<file path="config.mk">
export PLATFORM = sky130hd
export DESIGN_NAME = spi_shift_master
export DESIGN_NICKNAME = d
export VERILOG_FILES = /design/src/rtl/spi_eng_pkg.sv /design/src/rtl/spi_eng_ctrl.sv /design/src/rtl/spi_eng_dp.sv /design/src/rtl/spi_shift_master.sv
export SDC_FILE = /design/constraint.sdc
export NUM_CORES = 1
export LEC_CHECK = 0
export BUFFER_PORTS_ARGS = -buffer_cell sky130_fd_sc_hd__buf_2
export CAP_MARGIN = 20
export CORE_UTILIZATION = 42
export CTS_BUF_LIST = sky130_fd_sc_hd__clkbuf_8
export CTS_CLUSTER_SIZE = 40
export DETAILED_ROUTE_END_ITERATION = 16
export REMOVE_ABC_BUFFERS = 1
export SLEW_MARGIN = 10
export SYNTH_ARGS = -nofsm -noshare
export SYNTH_HDL_FRONTEND = slang
export SYNTH_SLANG_ARGS = --single-unit
</file>
<file path="constraint.sdc">
create_clock -name clk -period 4.8 [get_ports clk]
set_clock_uncertainty 0.05 [all_clocks]
set_input_delay 0.72 -clock clk [delete_from_list [all_inputs] [get_ports clk]]
set_output_delay 0.72 -clock clk [all_outputs]
set_load 0.005 [all_outputs]
</file>
<file path="src/rtl/spi_eng_pkg.sv">
package spi_eng_pkg;

  // Sequencer states of the engine.
  typedef enum logic [2:0] {
    ST_IDLE,   // no frame open
    ST_LEAD,   // frame open, waiting for the first edge of a word
    ST_BITS,   // toggling sclk
    ST_DONE,   // word finished, waiting to hand it over
    ST_TAIL    // last half period before the frame closes
  } engState_t;

  // Strobes from the control to the datapath, one cycle each.
  typedef struct packed {
    logic load;     // take a new transmit word
    logic capture;  // sample miso into the receive word
    logic shift;    // non-capture edge: move to the next bit if due
    logic push;     // hand the receive word to the output
  } engStrobe_t;

endpackage

</file>
<file path="src/rtl/spi_eng_ctrl.sv">
module spi_eng_ctrl
  import spi_eng_pkg::*;
#(
  parameter int DIV_W = 8,
  parameter int LEN_W = 6
) (
  input  logic             clk,
  input  logic             rstN,
  input  logic             enable,
  input  logic [DIV_W-1:0] divRatio,
  input  logic             captureFall,
  input  logic             idleHigh,
  input  logic             clkDelay,
  input  logic             startFall,
  input  logic [LEN_W-1:0] lenEff,
  input  logic             txValid,
  input  logic             rxFree,
  output logic             txReady,
  output engStrobe_t       stb,
  output logic             sclkOut,
  output logic             fsActive
);

  localparam int HALF_W = DIV_W - 1;
  localparam int EDGE_W = LEN_W + 1;

  engState_t         state;
  logic [HALF_W-1:0] halfLen;
  logic [HALF_W-1:0] hcnt;
  logic              tick;
  logic [1:0]        leadCnt;
  logic [1:0]        leadInit;
  logic [EDGE_W-1:0] edgeCnt;
  logic [EDGE_W-1:0] edgeTotal;
  logic              phase;
  logic              toggle;
  logic              newLevel;
  logic              capEdge;

  assign halfLen  = divRatio[DIV_W-1:1];
  assign tick     = (hcnt == halfLen - 1'b1);
  assign leadInit = clkDelay ? (startFall ? 2'd1 : 2'd2) : 2'd0;

  always_comb begin
    txReady  = enable && ((state == ST_IDLE) || ((state == ST_DONE) && rxFree));
    toggle   = tick && (((state == ST_LEAD) && (leadCnt == 2'd0)) ||
                        ((state == ST_BITS) && (edgeCnt != edgeTotal)));
    newLevel = (~phase) ^ idleHigh;
    capEdge  = newLevel ^ captureFall;
    stb.load    = txReady && txValid;
    stb.capture = toggle && capEdge;
    stb.shift   = toggle && !capEdge;
    stb.push    = (state == ST_DONE) && rxFree;
  end

  always_ff @(posedge clk or negedge rstN) begin
    if (!rstN) begin
      state     <= ST_IDLE;
      hcnt      <= '0;
      leadCnt   <= '0;
      edgeCnt   <= '0;
      edgeTotal <= '0;
      phase     <= 1'b0;
    end else begin
      unique case (state)
        ST_IDLE: begin
          if (stb.load) begin
            state     <= ST_LEAD;
            hcnt      <= '0;
            leadCnt   <= leadInit;
            edgeTotal <= {lenEff, 1'b0};
            edgeCnt   <= '0;
          end
        end
        ST_LEAD: begin
          if (tick) begin
            hcnt <= '0;
            if (leadCnt == 2'd0) begin
              state   <= ST_BITS;
              phase   <= ~phase;
              edgeCnt <= EDGE_W'(1);
            end else begin
              leadCnt <= leadCnt - 2'd1;
            end
          end else begin
            hcnt <= hcnt + 1'b1;
          end
        end
        ST_BITS: begin
          if (tick) begin
            hcnt <= '0;
            if (edgeCnt == edgeTotal) begin
              state <= ST_DONE;
            end else begin
              phase   <= ~phase;
              edgeCnt <= edgeCnt + 1'b1;
            end
          end else begin
            hcnt <= hcnt + 1'b1;
          end
        end
        ST_DONE: begin
          if (rxFree) begin
            hcnt <= '0;
            if (stb.load) begin
              state     <= ST_LEAD;
              leadCnt   <= leadInit;
              edgeTotal <= {lenEff, 1'b0};
              edgeCnt   <= '0;
            end else begin
              state <= ST_TAIL;
            end
          end
        end
        ST_TAIL: begin
          if (tick) begin
            state <= ST_IDLE;
            hcnt  <= '0;
          end else begin
            hcnt <= hcnt + 1'b1;
          end
        end
        default: state <= ST_IDLE;
      endcase
    end
  end

  assign fsActive = (state != ST_IDLE);
  assign sclkOut  = phase ^ idleHigh;


  idle_level_chk: assert property (@(posedge clk) disable iff (!rstN)
    (state != ST_BITS) |-> (phase == 1'b0));


  edge_bound_chk: assert property (@(posedge clk) disable iff (!rstN)
    (state == ST_BITS) |-> ((edgeCnt != '0) && (edgeCnt <= edgeTotal)));


  hold_when_off_chk: assert property (@(posedge clk) disable iff (!rstN)
    ((state == ST_IDLE) && !enable) |=> (state == ST_IDLE));

endmodule

</file>
<file path="src/rtl/spi_eng_dp.sv">
module spi_eng_dp
  import spi_eng_pkg::*;
#(
  parameter int DATA_W = 32,
  parameter int LEN_W  = 6
) (
  input  logic              clk,
  input  logic              rstN,
  input  engStrobe_t        stb,
  input  logic              lsbFirst,
  input  logic [LEN_W-1:0]  lenEff,
  input  logic [DATA_W-1:0] txData,
  input  logic              miso,
  input  logic              rxReady,
  output logic              mosi,
  output logic [DATA_W-1:0] rxData,
  output logic              rxValid,
  output logic              rxFree
);

  localparam int IDX_W = $clog2(DATA_W);

  logic [DATA_W-1:0] txWord;
  logic [DATA_W-1:0] rxShift;
  logic [DATA_W-1:0] rxOut;
  logic              rxValidQ;
  logic [IDX_W-1:0]  idx;
  logic [IDX_W-1:0]  firstIdx;
  logic              pending;
  logic              lsbQ;
  logic [LEN_W-1:0]  lenQ;

  assign firstIdx = lsbFirst ? '0 : IDX_W'(lenEff - 1'b1);

  always_ff @(posedge clk or negedge rstN) begin
    if (!rstN) begin
      txWord  <= '0;
      rxShift <= '0;
      idx     <= '0;
      pending <= 1'b0;
      lsbQ    <= 1'b0;
      lenQ    <= '0;
    end else if (stb.load) begin
      txWord  <= txData;
      rxShift <= '0;
      idx     <= firstIdx;
      pending <= 1'b0;
      lsbQ    <= lsbFirst;
      lenQ    <= lenEff;
    end else begin
      if (stb.capture) begin
        rxShift[idx] <= miso;
        pending      <= 1'b1;
      end
      if (stb.shift && pending) begin
        idx     <= lsbQ ? idx + 1'b1 : idx - 1'b1;
        pending <= 1'b0;
      end
    end
  end

  always_ff @(posedge clk or negedge rstN) begin
    if (!rstN) begin
      rxOut    <= '0;
      rxValidQ <= 1'b0;
    end else if (stb.push) begin
      rxOut    <= rxShift;
      rxValidQ <= 1'b1;
    end else if (rxReady) begin
      rxValidQ <= 1'b0;
    end
  end

  assign mosi    = txWord[idx];
  assign rxData  = rxOut;
  assign rxValid = rxValidQ;
  assign rxFree  = !rxValidQ || rxReady;


  rx_hold_chk: assert property (@(posedge clk) disable iff (!rstN)
    (rxValid && !rxReady) |=> (rxValid && $stable(rxData)));


  rx_align_chk: assert property (@(posedge clk) disable iff (!rstN)
    rxValid |-> ((rxData >> lenEff) == '0));


  idx_range_chk: assert property (@(posedge clk) disable iff (!rstN)
    stb.capture |-> ({1'b0, idx} < {1'b0, lenQ}));

endmodule

</file>
<file path="src/rtl/spi_shift_master.sv">
module spi_shift_master
  import spi_eng_pkg::*;
#(
  parameter int DATA_W = 32,
  parameter int LEN_W  = 6,
  parameter int DIV_W  = 8
) (
  input  logic              clk,
  input  logic              rstN,
  input  logic              enable,
  input  logic [DIV_W-1:0]  divRatio,
  input  logic              captureFall,
  input  logic              idleHigh,
  input  logic              clkDelay,
  input  logic              startFall,
  input  logic              fsActiveHigh,
  input  logic [LEN_W-1:0]  wordLen,
  input  logic              lsbFirst,
  input  logic [DATA_W-1:0] txData,
  input  logic              txValid,
  output logic              txReady,
  output logic [DATA_W-1:0] rxData,
  output logic              rxValid,
  input  logic              rxReady,
  output logic              sclk,
  output logic              mosi,
  input  logic              miso,
  output logic              frameSel
);

  engStrobe_t       stb;
  logic             rxFree;
  logic             fsActive;
  logic [LEN_W-1:0] lenEff;

  assign lenEff = ((wordLen == '0) || (wordLen > LEN_W'(DATA_W))) ? LEN_W'(DATA_W) : wordLen;

  spi_eng_ctrl #(.DIV_W(DIV_W), .LEN_W(LEN_W)) u_ctrl (
    .clk        (clk),
    .rstN       (rstN),
    .enable     (enable),
    .divRatio   (divRatio),
    .captureFall(captureFall),
    .idleHigh   (idleHigh),
    .clkDelay   (clkDelay),
    .startFall  (startFall),
    .lenEff     (lenEff),
    .txValid    (txValid),
    .rxFree     (rxFree),
    .txReady    (txReady),
    .stb        (stb),
    .sclkOut    (sclk),
    .fsActive   (fsActive)
  );

  spi_eng_dp #(.DATA_W(DATA_W), .LEN_W(LEN_W)) u_dp (
    .clk     (clk),
    .rstN    (rstN),
    .stb     (stb),
    .lsbFirst(lsbFirst),
    .lenEff  (lenEff),
    .txData  (txData),
    .miso    (miso),
    .rxReady (rxReady),
    .mosi    (mosi),
    .rxData  (rxData),
    .rxValid (rxValid),
    .rxFree  (rxFree)
  );

  assign frameSel = ~(fsActive ^ fsActiveHigh);


  fs_level_chk: assert property (@(posedge clk) disable iff (!rstN)
    (!fsActive) |-> (frameSel == !fsActiveHigh));

endmodule

</file>
# After elaboration in Yosys (flattened, before gate mapping)
# Cells that the tools add are included.
# word_totals
register_bits	131
out_inout_bits	37
# classes
addsub	7
n_lt_le_gt_ge	3
n_eq_ne	16
mux	52
n_bitwise	6
n_reduce_logical	36
# op_table
cell	count
7-bit two-way mux	11
32-bit two-way mux	2
32-bit bitwise mux	1
7-bit case mux with 4 select lines	1
3-bit two-way mux	8
7-bit case mux with 3 select lines	1
5-bit two-way mux	4
3-bit case mux with 5 select lines	1
7-bit by 1-bit adder with 7-bit output (second input constant)	2
7-bit == test	2
7-bit case mux with 2 select lines	1
2-bit two-way mux	6
3-bit nonzero test	4
1-bit two-way mux	11
1-bit logical AND	10
2-bit != test (second input constant)	5
2-bit nonzero test	5
5-bit by 1-bit subtractor with 5-bit output (second input constant)	2
2-bit by 1-bit != test with 1-bit output (second input constant)	4
7-bit != test	1
7-bit AND reduction	1
7-bit by 1-bit subtractor with 7-bit output (second input constant)	1
3-bit by 2-bit == test with 1-bit output (second input constant)	2
6-bit > comparator (second input constant)	1
other kinds (25)	33

# Logic depth before layout (Yosys ltp)
# logic_depth
ltp_word	9
mapped_depth	11
depth_no_buf	8

# Modules after synthesis
# A second synthesis with hierarchy kept.
# unflattened
cells_unflattened	639
area_unflattened_um2	6835.3
# by_module_without_submodules
mod	n_inst	cells_each	area_each_um2	seq_area_each_um2
spi_eng_dp	1	428	4847.1	2602.5
spi_eng_ctrl	1	203	1933.1	650.6
spi_shift_master	1	8	55.1	0.0

# Least setup slack after synthesis
# No wires, ideal clock.
# synth_path
path_kind	input -> register
start	in divRatio[1]
end	reg u_dp.rxShift[11]
arrival_time_ps	3155
slack_ps	1516
stages	11
cell_sequence	clkbuf_1 inv_1 ha_1 or3b_1 a211o_1 a2111o_1 a31o_1 buf_6 buf_6 nor4_1 mux2i_1
# synth_between
elab_chain_len	5
# synth_rtl
item	line_no	text
start: declaration	spi_shift_master.sv:11	input logic [DIV_W-1:0] divRatio,
7-bit by 1-bit subtractor with 7-bit output	spi_eng_ctrl.sv:41	assign tick = (hcnt == halfLen - 1'b1);
7-bit == test	spi_eng_ctrl.sv:41	
1-bit logical AND	spi_eng_ctrl.sv:46	toggle = tick && (((state == ST_LEAD) && (leadCnt == 2'd0)) ||
1-bit logical AND	spi_eng_ctrl.sv:51	stb.capture = toggle && capEdge;
2-bit nonzero test (no line)	--	
end signal: indexed assignment	spi_eng_dp.sv:52	rxShift[idx] <= miso;
end: declaration	spi_eng_dp.sv:24	logic [DATA_W-1:0] rxShift;
# Every way passes these cells.
# A chain may end at the register's enable or synchronous reset.

# Worst setup path after layout
# layout_path
start	reg u_dp.idx[0]
end	out mosi
# layout_between
elab_chain_len	2
# layout_rtl
item	line_no	text
start: declaration	spi_eng_dp.sv:27	logic [IDX_W-1:0] idx;
start signal: assignment	spi_eng_dp.sv:46	idx <= firstIdx;
start signal: assignment	spi_eng_dp.sv:56	idx <= lsbQ ? idx + 1'b1 : idx - 1'b1;
1-bit binary-select mux with 5-bit select	spi_eng_dp.sv:74	assign mosi = txWord[idx];
1-bit two-way mux (implied by the code)	spi_eng_dp.sv:74	
end: declaration	spi_shift_master.sv:26	output logic mosi,
# Every way passes these cells. The select of a mux whose other input is x is not followed.

==> out/summary.txt <==
# H-tree levels - 4
final WL - 15120 um
Clock Latency Late Sink - 0.44 ns
Slew Limit Fails - 0
wire per inst - 15.64 um
Worst Path Max Fanout - 16
input/output buffers - 93
drt first-iter violations - 394
syn_area_per_cell - 9.963 sq um
initial core utilization - 43.36%
synth unique cells - 52
Chip Height - 128.0 um
pwr/cell area - 501.3 nW/um^2
first-pass GRT wire length - 25760 um
all-layer global routing usage - 20.17%
Worst EP required - 4.03 ns
Synth Register Bits - 130
Setup crit end kind - output port
Overflow after GRT - 0
Max Cap Viol - 0
outcome - complete, no violations
non-filler cells in the finished layout - 967
largest net degree at the start of global routing - 64
CTS tree - yes
Nets - 812
Rel. slew slack - 46.93%
endpoints failing setup - 0
Setup TNS - 0 ns
Async SR Flop Fraction - 100.0%
# DRC - 0
Leak Pwr - 3.647 nW
Boundary Pins - 95
Worst R2R Setup Slack - 1.95 ns
post-CTS resize count - 0
DRT antenna net count - 0
CTS sink cnt - 130
Hold Path Class - input pin to async pin
DP Wirelength - 10270 um
Final Hold Viols - 0
via/cell ratio - 5.376
Die Wd - 128.0 um
Post-synth EDFFs - 0
clock root cell - clkbuf_8
DR pass1 iterations - 7
FILL cells - 1473
ANT cells - 0
crit share post-route - 74.17%
synth warn - 0
Synth Instances - 669
Crit path arrival time - 2.79 ns
worst slack, placed - 1.059 ns
Slew @ Worst Pin - 0.7961 ns
sequential area share after synthesis - 48.81%
Core ar. - 15370 sq um
Primary FF master, synth - dfrtp_1
Post-CTS Setup Repair Bufs - 0
share of layout cells above drive strength 1 - 24.07%
Startpoint Class - flip-flop
slack of the critical path - 1.240 ns
Via Count - 5199
Worst-path clk slew - 0.07 ns
Area Overhead vs Synth - 15.32%
gpl congestion - 0.8525
Std-Cell Rows - 45
TritonCTS buffer count - 17
Cells after DPL - 937
FMAX - 280.9 MHz
clock tree buffer depth - 2
vias in the first global route - 5138
hold_buf cts - 0
worst reg2reg path depth - 7
fin crit period - 3.560 ns
die footprint - 16380 sq um
unrepaired setup endpoints after global routing - false
Critical R2R Capture - u_dp.idx[1]
initial antenna violation count - 0
peak supply drop - 0.2133 mV
reg2reg start - u_ctrl.state[1]
worst setup path class - flip-flop to output port
Post-Syn Area - 6665 sq um
==> cell type report <==
| class | count | area [sq um] | area share, % |
|---|---|---|---|
| tap | 211 | 264.0 | 3.435 |
| timing repair buffer | 102 | 535.5 | 6.967 |
| clock buffer | 23 | 316.6 | 4.119 |
| sequential | 130 | 3253 | 42.32 |
| inverter | 19 | 71.32 | 0.9279 |
| clock inverter | 7 | 106.4 | 1.384 |
| multi-input combinational | 475 | 3139 | 40.84 |
==> critical path: stages, from the launching register on <==
cell	delay [ns]
dfrtp_1	0.86
mux4_2	0.60
mux4_2	0.48
mux2_2	0.28
buf_2	0.13
==> layer usage <==
metal	track usage, %	part of all wire (%)	up-vias
met5	0	0	-
li1	-	-	2493
met2	31.78	47	136
met3	3.589	4.5	20
met1	27.86	47	2550
met4	7.612	1.6	0
==> cells in the mapped netlist, drive strengths merged, types with 12 or more instances <==
library cell	number	area share [%]
nand3	14	1.1
a31oi	16	1.7
xnor2	12	1.6
nand2	165	9.3
nor2	17	0.96
dfrtp	130	49
mux2i	34	5.1
mux2	37	6.3
a21oi	18	1.4
clkbuf	35	2.0
o21ai	18	1.4
nor4	34	3.2
xor2	12	1.6
inv	19	1.1
==> kinds of logic (layout without fill, tap and decap cells) <==
| family | count (synthesis) | in the layout | synth area share (%) |
|---|---|---|---|
| xor gates and xnor gates | 24 | 24 | 3.154 |
| adders and majority gates | 9 | 9 | 1.802 |
| AOI/OAI and AO/OA | 84 | 84 | 8.241 |
| muxes | 81 | 81 | 14.74 |
| and+or+nand+nor | 277 | 277 | 19.04 |
| DFF | 130 | 130 | 48.81 |
| buffers and inverters | 64 | 151 | 4.224 |
==> cell usage in the layout (no fill, tap or decap), types with 7 or more instances in the layout <==
master / n
clkbuf_8: 23
o21ai_0: 17
nand2b_1: 7
nor3_1: 9
nor4_1: 34
mux4_2: 10
a21oi_1: 17
ha_1: 8
nand3_1: 14
mux2i_1: 34
mux2_2: 37
a31oi_1: 14
nor2_1: 17
nand2_1: 165
dfrtp_1: 130
buf_2: 92
xnor2_1: 12
xor2_1: 12
inv_1: 22
buf_4: 10
==> how the worst max path moves through the flow <==
| stage | startpoint | end |
|---|---|---|
| finish | u_dp.idx[0] | mosi |
| global route | u_dp.idx[0] | mosi |
| global placement | divRatio[1] | u_dp.rxShift[12] |
| CTS | u_dp.idx[0] | mosi |
| detailed placement | divRatio[1] | u_dp.rxShift[27] |
| floorplan | rxReady | u_dp.rxShift[0] |
==> where the power goes <==
| part | switching [mW] | internal, mW |
|---|---|---|
| Clock | 0.407 | 0.586 |
| Sequential | 0.216 | 1.31 |
| Combinational | 0.770 | 0.568 |
==> sequential cells by signal (all words and copies together), names as in the netlist <==
| name | cells |
|---|---|
| u_ctrl.leadCnt | 2 |
| u_dp.txWord | 32 |
| u_dp.lsbQ | 1 |
| u_dp.rxData | 32 |
| u_dp.rxShift | 32 |
| u_dp.rxValid | 1 |
| u_dp.pending | 1 |
| u_ctrl.edgeTotal | 6 |
| u_ctrl.hcnt | 7 |
| u_ctrl.phase | 1 |
| u_ctrl.edgeCnt | 7 |
| u_dp.idx | 5 |
| u_ctrl.state | 3 |
==> per-stage QoR <==
stage	util [%]	hold WS, ns	cell area, sq um	power (mW)
3_3_place_gp	47.25	0.4040	7263	2.836
4_1_cts	50.00	0.3272	7686	3.882
5_1_grt	50.00	0.3760	7686	4.126
2_1_floorplan	-	0.3744	6455	2.465
3_5_place_dp	47.25	0.4120	7263	2.881
6_report	50.00	0.2980	7686	3.853
No activity file was read; power rests on OpenSTA's default activity.
